### src/rtl/dmae_pkg.sv
package dmae_pkg;

    typedef enum logic [2:0] {
        ST_IDLE,
        ST_FETCH,
        ST_CHECK,
        ST_READ,
        ST_WRITE,
        ST_MINOR
    } state_t;

    // descriptor image: eight 32-bit words
    localparam int DESC_WORDS = 8;
    localparam int WIDX_W     = $clog2(DESC_WORDS);
    localparam int CNT_W      = 9;

    // flag bit positions inside word 7
    localparam int FLG_START = 8;
    localparam int FLG_CHAIN = 9;
    localparam int FLG_IMAJ  = 10;
    localparam int FLG_IHALF = 11;

    typedef struct packed {
        logic [31:0]      src;
        logic [31:0]      dst;
        logic [31:0]      nbytes;
        logic [31:0]      src_adj;
        logic [31:0]      dst_adj;   // next descriptor address when chaining
        logic [15:0]      src_step;
        logic [15:0]      dst_step;
        logic [CNT_W-1:0] begin_cnt;
        logic [2:0]       src_code;
        logic [2:0]       dst_code;
        logic             start;
        logic             chain;
        logic             irq_major;
        logic             irq_half;
    } desc_t;

    // bytes per bead for a size code, zero for unlisted codes
    function automatic logic [5:0] bead_bytes(input logic [2:0] code);
        case (code)
            3'd0:    bead_bytes = 6'd1;
            3'd1:    bead_bytes = 6'd2;
            3'd2:    bead_bytes = 6'd4;
            3'd4:    bead_bytes = 6'd16;
            3'd5:    bead_bytes = 6'd32;
            default: bead_bytes = 6'd0;
        endcase
    endfunction

endpackage

### src/rtl/dmae_cfg_check.sv
module dmae_cfg_check
    import dmae_pkg::*;
(
    input  desc_t            desc,
    input  logic [CNT_W-1:0] cur_cnt,
    output logic             cfg_ok,
    output logic [5:0]       bead
);
    logic [31:0] bead_mask;

    always_comb begin
        bead      = bead_bytes(desc.src_code);
        bead_mask = {26'd0, bead} - 32'd1;
        cfg_ok    = (bead != 6'd0)
                 && (desc.src_code == desc.dst_code)
                 && (desc.nbytes != 32'd0)
                 && (cur_cnt != '0)
                 && ((desc.nbytes & bead_mask) == 32'd0);
    end

endmodule

### src/rtl/dmae_strobe.sv
module dmae_strobe #(
    parameter int LANES = 32
) (
    input  logic [5:0]       bead,
    output logic [LANES-1:0] be
);
    for (genvar i = 0; i < LANES; i++) begin : g_lane
        assign be[i] = (32'(i) < {26'd0, bead});
    end
endmodule

### src/rtl/dmae_major_ctr.sv
module dmae_major_ctr #(
    parameter int W = 9
) (
    input  logic         clk,
    input  logic         rst_n,
    input  logic         load,
    input  logic [W-1:0] load_val,
    input  logic         dec,
    input  logic [W-1:0] begin_cnt,
    output logic [W-1:0] count,
    output logic         last,
    output logic         half_hit
);
    logic [W-1:0] count_q;
    logic [W-1:0] next_val;

    always_ff @(posedge clk) begin
        if (!rst_n)
            count_q <= '0;
        else if (load)
            count_q <= load_val;
        else if (dec)
            count_q <= next_val;
    end

    always_comb begin
        next_val = count_q - W'(1);
        last     = (count_q == W'(1));
        half_hit = (count_q > W'(1)) && (next_val == (begin_cnt >> 1));
    end

    assign count = count_q;

endmodule

### src/rtl/dmae_channel.sv
module dmae_channel
    import dmae_pkg::*;
#(
    parameter int DATA_W = 256,            // must hold a 32-byte bead
    localparam int LANES = DATA_W / 8
) (
    input  logic              clk,
    input  logic              rst_n,
    input  logic              kick,
    input  logic [31:0]       kick_addr,
    input  logic              go,
    output logic              mem_req,
    output logic              mem_we,
    output logic [31:0]       mem_addr,
    output logic [2:0]        mem_size,
    output logic [DATA_W-1:0] mem_wdata,
    output logic [LANES-1:0]  mem_be,
    input  logic              mem_gnt,
    input  logic [DATA_W-1:0] mem_rdata,
    output logic              active,
    output logic              done,
    output logic              irq,
    output logic              cfg_err
);
    state_t state_q, state_d;

    desc_t              desc_q;
    logic [31:0]        fptr_q;
    logic [WIDX_W-1:0]  widx_q;
    logic [31:0]        remain_q;
    logic [DATA_W-1:0]  rdbuf_q;
    logic               chained_q;
    logic               active_q, done_q, irq_q, err_q;

    logic               cfg_ok;
    logic [5:0]         bead;
    logic [LANES-1:0]   be_all;
    logic [CNT_W-1:0]   cur_cnt;
    logic               cnt_last, cnt_half;
    logic               cnt_load, cnt_dec;
    logic [CNT_W-1:0]   cnt_load_val;
    logic [31:0]        word;
    logic               fetch_last, minor_last_bead;

    assign word            = mem_rdata[31:0];
    assign fetch_last      = (widx_q == WIDX_W'(DESC_WORDS - 1));
    assign minor_last_bead = (remain_q == {26'd0, bead});

    dmae_cfg_check u_check (
        .desc    (desc_q),
        .cur_cnt (cur_cnt),
        .cfg_ok  (cfg_ok),
        .bead    (bead)
    );

    dmae_strobe #(.LANES(LANES)) u_strobe (
        .bead (bead),
        .be   (be_all)
    );

    always_comb begin
        cnt_load     = 1'b0;
        cnt_load_val = desc_q.begin_cnt;
        if (state_q == ST_FETCH && mem_gnt && widx_q == WIDX_W'(6)) begin
            cnt_load     = 1'b1;
            cnt_load_val = word[16 +: CNT_W];
        end else if (state_q == ST_MINOR && cnt_last && !desc_q.chain) begin
            cnt_load = 1'b1;
        end
        cnt_dec = (state_q == ST_MINOR);
    end

    dmae_major_ctr #(.W(CNT_W)) u_major (
        .clk       (clk),
        .rst_n     (rst_n),
        .load      (cnt_load),
        .load_val  (cnt_load_val),
        .dec       (cnt_dec),
        .begin_cnt (desc_q.begin_cnt),
        .count     (cur_cnt),
        .last      (cnt_last),
        .half_hit  (cnt_half)
    );

    // state register
    always_ff @(posedge clk) begin
        if (!rst_n)
            state_q <= ST_IDLE;
        else
            state_q <= state_d;
    end

    // next-state decode
    always_comb begin
        state_d = state_q;
        unique case (state_q)
            ST_IDLE: begin
                if (kick)
                    state_d = ST_FETCH;
                else if (go)
                    state_d = ST_CHECK;
            end
            ST_FETCH: begin
                if (mem_gnt && fetch_last)
                    state_d = ST_CHECK;
            end
            ST_CHECK: begin
                if (desc_q.start && cfg_ok)
                    state_d = ST_READ;
                else
                    state_d = ST_IDLE;
            end
            ST_READ: begin
                if (mem_gnt)
                    state_d = ST_WRITE;
            end
            ST_WRITE: begin
                if (mem_gnt)
                    state_d = minor_last_bead ? ST_MINOR : ST_READ;
            end
            ST_MINOR: begin
                if (!cnt_last)
                    state_d = ST_READ;
                else if (desc_q.chain)
                    state_d = ST_FETCH;
                else
                    state_d = ST_IDLE;
            end
            default: state_d = ST_IDLE;
        endcase
    end

    // port outputs from state
    always_comb begin
        mem_req   = 1'b0;
        mem_we    = 1'b0;
        mem_addr  = 32'd0;
        mem_size  = 3'd0;
        mem_wdata = '0;
        mem_be    = '0;
        unique case (state_q)
            ST_FETCH: begin
                mem_req  = 1'b1;
                mem_addr = fptr_q + {{(30 - WIDX_W){1'b0}}, widx_q, 2'b00};
                mem_size = 3'd2;
            end
            ST_READ: begin
                mem_req  = 1'b1;
                mem_addr = desc_q.src;
                mem_size = desc_q.src_code;
            end
            ST_WRITE: begin
                mem_req   = 1'b1;
                mem_we    = 1'b1;
                mem_addr  = desc_q.dst;
                mem_size  = desc_q.dst_code;
                mem_wdata = rdbuf_q;
                mem_be    = be_all;
            end
            default: ;
        endcase
    end

    assign active  = active_q;
    assign done    = done_q;
    assign irq     = irq_q;
    assign cfg_err = err_q;

    // datapath
    always_ff @(posedge clk) begin
        if (!rst_n) begin
            desc_q    <= '0;
            fptr_q    <= 32'd0;
            widx_q    <= '0;
            remain_q  <= 32'd0;
            rdbuf_q   <= '0;
            chained_q <= 1'b0;
            active_q  <= 1'b0;
            done_q    <= 1'b0;
            irq_q     <= 1'b0;
            err_q     <= 1'b0;
        end else begin
            irq_q <= 1'b0;
            unique case (state_q)
                ST_IDLE: begin
                    if (kick) begin
                        fptr_q    <= kick_addr;
                        widx_q    <= '0;
                        chained_q <= 1'b0;
                        done_q    <= 1'b0;
                        err_q     <= 1'b0;
                    end else if (go) begin
                        desc_q.start <= 1'b1;
                        chained_q    <= 1'b0;
                        done_q       <= 1'b0;
                        err_q        <= 1'b0;
                    end
                end
                ST_FETCH: begin
                    if (mem_gnt) begin
                        widx_q <= widx_q + WIDX_W'(1);
                        case (widx_q)
                            3'd0: desc_q.src     <= word;
                            3'd1: desc_q.dst     <= word;
                            3'd2: desc_q.nbytes  <= word;
                            3'd3: desc_q.src_adj <= word;
                            3'd4: desc_q.dst_adj <= word;
                            3'd5: begin
                                desc_q.src_step <= word[31:16];
                                desc_q.dst_step <= word[15:0];
                            end
                            3'd6: desc_q.begin_cnt <= word[CNT_W-1:0];
                            default: begin
                                desc_q.src_code  <= word[2:0];
                                desc_q.dst_code  <= word[6:4];
                                desc_q.start     <= word[FLG_START];
                                desc_q.chain     <= word[FLG_CHAIN];
                                desc_q.irq_major <= word[FLG_IMAJ];
                                desc_q.irq_half  <= word[FLG_IHALF];
                            end
                        endcase
                    end
                end
                ST_CHECK: begin
                    if (!desc_q.start) begin
                        done_q   <= chained_q;
                        active_q <= 1'b0;
                    end else if (!cfg_ok) begin
                        err_q    <= 1'b1;
                        active_q <= 1'b0;
                    end else begin
                        active_q <= 1'b1;
                        remain_q <= desc_q.nbytes;
                    end
                end
                ST_READ: begin
                    if (mem_gnt)
                        rdbuf_q <= mem_rdata;
                end
                ST_WRITE: begin
                    if (mem_gnt) begin
                        desc_q.src <= desc_q.src + {{16{desc_q.src_step[15]}}, desc_q.src_step};
                        desc_q.dst <= desc_q.dst + {{16{desc_q.dst_step[15]}}, desc_q.dst_step};
                        remain_q   <= remain_q - {26'd0, bead};
                    end
                end
                ST_MINOR: begin
                    irq_q <= (cnt_half && desc_q.irq_half) || (cnt_last && desc_q.irq_major);
                    if (!cnt_last) begin
                        remain_q <= desc_q.nbytes;
                    end else if (desc_q.chain) begin
                        fptr_q    <= desc_q.dst_adj;
                        widx_q    <= '0;
                        chained_q <= 1'b1;
                    end else begin
                        desc_q.src <= desc_q.src + desc_q.src_adj;
                        desc_q.dst <= desc_q.dst + desc_q.dst_adj;
                        done_q     <= 1'b1;
                        active_q   <= 1'b0;
                    end
                end
                default: ;
            endcase
        end
    end

endmodule

### config.mk
export PLATFORM = sky130hd
export DESIGN_NAME = dmae_channel
export DESIGN_NICKNAME = d
export VERILOG_FILES = /design/src/rtl/dmae_pkg.sv /design/src/rtl/dmae_cfg_check.sv /design/src/rtl/dmae_strobe.sv /design/src/rtl/dmae_major_ctr.sv /design/src/rtl/dmae_channel.sv
export SDC_FILE = /design/constraint.sdc
export NUM_CORES = 2
export LEC_CHECK = 0
export ABC_CLOCK_PERIOD_IN_PS = 6700
export BUFFER_PORTS_ARGS = -buffer_cell sky130_fd_sc_hd__buf_4
export CELL_PAD_IN_SITES_DETAIL_PLACEMENT = 0
export CELL_PAD_IN_SITES_GLOBAL_PLACEMENT = 1
export CORE_UTILIZATION = 43
export CTS_CLUSTER_SIZE = 30
export DETAILED_ROUTE_END_ITERATION = 10
export PLACE_DENSITY = 0.87
export SLEW_MARGIN = 0
export SYNTH_ARGS = -nofsm -noshare
export SYNTH_HDL_FRONTEND = slang
export SYNTH_HIERARCHICAL = 1
export SYNTH_SLANG_ARGS = --single-unit
### constraint.sdc
create_clock -name clk -period 6.7 [get_ports clk]
set_input_delay 0 -clock clk [delete_from_list [all_inputs] [get_ports clk]]
set_output_delay 0 -clock clk [all_outputs]
set_load 0.05 [all_outputs]
==> results by group <==
STA
  – Worst path setup slack after routing: 1920 ps
  – Setup repair after global routing missed its margin: no
  – Max-slew violation count: 0
  – Worst Tran Pin Value: 1090 ps
  – Sum of negative setup slack: 0 ps
  – # setup viols final: 0
  – Clock Skew: 22.6 ps
  – Min Tclk post-route: 4780 ps
  – Final hold violation count: 0
  – Worst-case hold slack: 20.0 ps
  – Final clock period utilization by the worst path: 0.714
  – Max Freq: 209 MHz
  – Slew headroom: 0.271

GRT
  – Vias in the first global route: 28600
  – Total grt overflow: 0
  – Initial antenna violation count: 9
  – Total routing resource utilization after global routing: 0.325
  – Global-route wire length before repair: 172000 um
  – Maximum number of pins on one net before global-route repair: 200

Critical path
  – Number of buffer and inverter stages on the critical path: 2
  – Start of the worst register-to-register path: state_q[2]
  – Worst R2R Path Depth: 16
  – Highest cell delay on the worst timing path: 710 ps
  – Setup Crit Path Kind: flop to flop
  – Critical-path top delay cell: sky130_fd_sc_hd__inv_2
  – Required @ worst endpoint: 7230 ps
  – Crit. Startpoint: state_q[2]
  – Critical path peak fanout: 47
  – Setup crit end kind: flop
  – Top delay family on crit path: compound AO/OA/AOI/OAI gates
  – Arrival time worst endpoint: 5310 ps
  – Terminus of the critical flop-to-flop path: desc_q[204]
  – Startpoint types: flop
  – Critical path, cell by cell: nor2b_4 -> nand2_2 -> inv_2 -> buf_4 -> nand2_1 -> nand2_1 -> ha_1 -> a21o_1 -> or3_1 -> o22a_1 -> o31ai_1 -> a31oi_1 -> a21oi_1 -> xnor2_1 -> nand3_1 -> a31oi_1
  – Flop-to-flop setup slack: 1920 ps

Logic synthesis
  – Post-Synthesis Net Count: 4348
  – Main synth FF type: sky130_fd_sc_hd__dfxtp_1
  – Async set-or-reset flop fraction in the synthesized netlist: 0
  – Synthesized netlist cell count: 3964
  – Cell types occupying the most area after synthesis: sky130_fd_sc_hd__dfxtp_1 38%, sky130_fd_sc_hd__nand2_1 14%, sky130_fd_sc_hd__a21oi_1 8.9%
  – Area share of the largest cell type after synthesis: 0.381
  – Number of warnings reported in the yosys synthesis log: 6
  – Post-synthesis area per instance: 7.31 um2
  – Most area-hungry cell type in the Yosys netlist: sky130_fd_sc_hd__dfxtp_1
  – Post-synthesis instance area: 0.0290 mm2
  – Register area share after synthesis: 0.381
  – Post-synth cell types: 92
  – Synthesis-stage register bit count: 551
  – EDFF count, synth: 0

Floorplan
  – Area inside the core boundary: 0.0662 mm2
  – Vertical extent of the die: 262 um
  – Number of I/O pins: 622
  – Die area: 0.0684 mm2
  – Die Wd: 262 um
  – Starting density of the core: 0.437
  – Standard-cell row count: 94

Placed design
  – Number of input and output port buffers inserted: 621
  – Post-placement setup slack: 1950 ps
  – GP Congestion: 0.950
  – Half-perimeter wire length of the detailed placement result: 78700 um
  – Placed standard-cell area: 0.0339 mm2

Routing
  – 1st-iter DRT viols: 3052
  – DRC violation count after routing: 0
  – Via density per instance: 5.51
  – Pre-Repair DR Iteration Count: 8
  – Via count: 30800
  – Routed wirelength normalized by instance count: 20.8 um
  – Number of nets still failing antenna checks after routing: 0
  – Routed wire length: 116000 um

Cells and area
  – Share of post-route cells with drive strength above 1: 0.173
  – Post-route cell area: 0.0390 mm2
  – Signed area change from the synthesized netlist to the final layout: 34.6%
  – Final core utilization: 0.589
  – Commonest non-fill, non-tap cell in the layout: sky130_fd_sc_hd__nand2_1
  – Highest-count cells in the layout ignoring fill and taps: 1111 x sky130_fd_sc_hd__nand2_1, 654 x sky130_fd_sc_hd__buf_4, 551 x sky130_fd_sc_hd__dfxtp_1
  – Final #Nets: 5065

Hold path
  – Hold EP: remain_q[24]
  – Hold Path Stages: 3
  – Worst min-delay path class: primary input to flop
  – HP Start: rst_n

Clock network
  – Number of setup buffers added after CTS: 0
  – Max Root-Sink Buffers: 3
  – Clock root cell: sky130_fd_sc_hd__clkbuf_16
  – Number of clock buffers inserted by TritonCTS: 66
  – CTS tree: yes
  – Clock transition at the register clock pins on the worst setup and hold paths after CTS: 60 ps
  – Clock insertion delay at the later pin of the skew report: 610 ps
  – CTS H-tree lvls: 3
  – Number of clock sinks: 551

Power
  – Fraction of power spent switching nets: 0.282
  – Flop pwr share: 0.422
  – Portion of total power attributed to the clock network: 0.436
  – Total power divided by cell area: 213 mW/mm2
  – Sw power: 2.34 mW
  – Reported leakage power: 16.5 nW
  – Internal power: 5.96 mW
  – Combinational power share: 0.142
  – Worst ir drop on vdd: 0.186 mV

Run status
  – Run status: finished clean

Run
  – Number of maximum-capacitance violations: 0
logic make-up after synthesis:
family                   share of synthesized area
AND/OR/NAND/NOR                              0.285
AO/OA/AOI/OAI                                0.208
flip-flops                                   0.381
buffers and inverters                       0.0503
XOR/XNOR                                    0.0305
adder cells (fa/ha/maj)                     0.0407
multiplexers                               0.00484
other                                     0.000129
registers in the layout, indices dropped and copies added, names as in the netlist, 3 cells and up:
name / cells
desc_q: 211
fptr_q: 32
rdbuf_q: 256
remain_q: 32
state_q: 3
u_major/count: 9
widx_q: 3
cell type report:
type                    count  area, um2
diodes                      8       20.0
repair buffers            950       7910
well taps                 864       1080
fillers                  6049      27200
flip-flops and latches    551      11000
inverters                  63        251
clock buffers              93       1940
clock inverters            21        211
multi-input cells        3049      16500
stage by stage:
| stage | std cells | power, mW |
|---|---|---|
| 6_report | 5599 | 8.30 |
| 5_1_grt | 5595 | 8.57 |
| 4_1_cts | 5591 | 8.31 |
| 3_5_place_dp | 5185 | 4.57 |
| 3_3_place_gp | 5185 | 4.57 |
| 2_1_floorplan | 3964 | 4.14 |
routing by layer:
layer	vias up	global-route usage	part of all wire
met4	8	0.112	0.034
met2	1301	0.496	0.45
met1	14500	0.445	0.43
li1	14800	-	-
met5	-	0	0.00040
met3	247	0.0800	0.089
synthesized netlist by cell type, types with 14 or more instances:
| cell | count |
|---|---|
| sky130_fd_sc_hd__nand2_1 | 1113 |
| sky130_fd_sc_hd__buf_2 | 16 |
| sky130_fd_sc_hd__xnor2_1 | 48 |
| sky130_fd_sc_hd__a311oi_1 | 38 |
| sky130_fd_sc_hd__and2_1 | 294 |
| sky130_fd_sc_hd__mux2i_1 | 14 |
| sky130_fd_sc_hd__nand3_1 | 52 |
| sky130_fd_sc_hd__a22oi_1 | 33 |
| sky130_fd_sc_hd__o21bai_1 | 16 |
| sky130_fd_sc_hd__a21o_1 | 60 |
| sky130_fd_sc_hd__ha_1 | 87 |
| sky130_fd_sc_hd__clkbuf_1 | 256 |
| sky130_fd_sc_hd__and3_1 | 28 |
| sky130_fd_sc_hd__a31oi_1 | 25 |
| sky130_fd_sc_hd__nor4_1 | 15 |
| sky130_fd_sc_hd__nor3_1 | 39 |
| sky130_fd_sc_hd__o22ai_1 | 16 |
| sky130_fd_sc_hd__a21oi_1 | 518 |
| sky130_fd_sc_hd__nand2b_1 | 18 |
| sky130_fd_sc_hd__a221oi_1 | 35 |
| sky130_fd_sc_hd__dfxtp_1 | 551 |
| sky130_fd_sc_hd__xor2_1 | 53 |
| sky130_fd_sc_hd__nor2_1 | 188 |
| sky130_fd_sc_hd__o21ai_1 | 16 |
| sky130_fd_sc_hd__inv_1 | 61 |
| sky130_fd_sc_hd__nand4_1 | 23 |
| sky130_fd_sc_hd__o21ai_0 | 162 |
power groups by stage:
stage / Combinational [mW] / Sequential (mW) / Clock [mW]
global placement: 0.998 / 3.57 / 0
CTS: 1.15 / 3.50 / 3.66
detailed placement: 1.00 / 3.57 / 0
global route: 1.26 / 3.51 / 3.80
finish: 1.18 / 3.50 / 3.62
floorplan: 0.609 / 3.53 / 0
tightest hold or removal path: cells and delay by family:
family                 cells  cell delay [ps]
buffers and inverters      1              340
AO/OA/AOI/OAI              2              230
worst max-delay path by stage:
stage             endpoint  cells past startpoint  slack [ps]
2_1_floorplan  desc_q[177]                     22        2730
3_3_place_gp   desc_q[204]                     17        2030
3_5_place_dp   desc_q[204]                     16        1950
4_1_cts        desc_q[204]                     16        1940
5_1_grt        desc_q[204]                     16        1510
6_report       desc_q[204]                     16        1920
timing repair:
action	4_1_cts	5_1_grt
resized for setup	0	0
endpoints found under the hold margin	509	0
hold buffers	292	0
No activity file was read; power rests on OpenSTA's default activity.
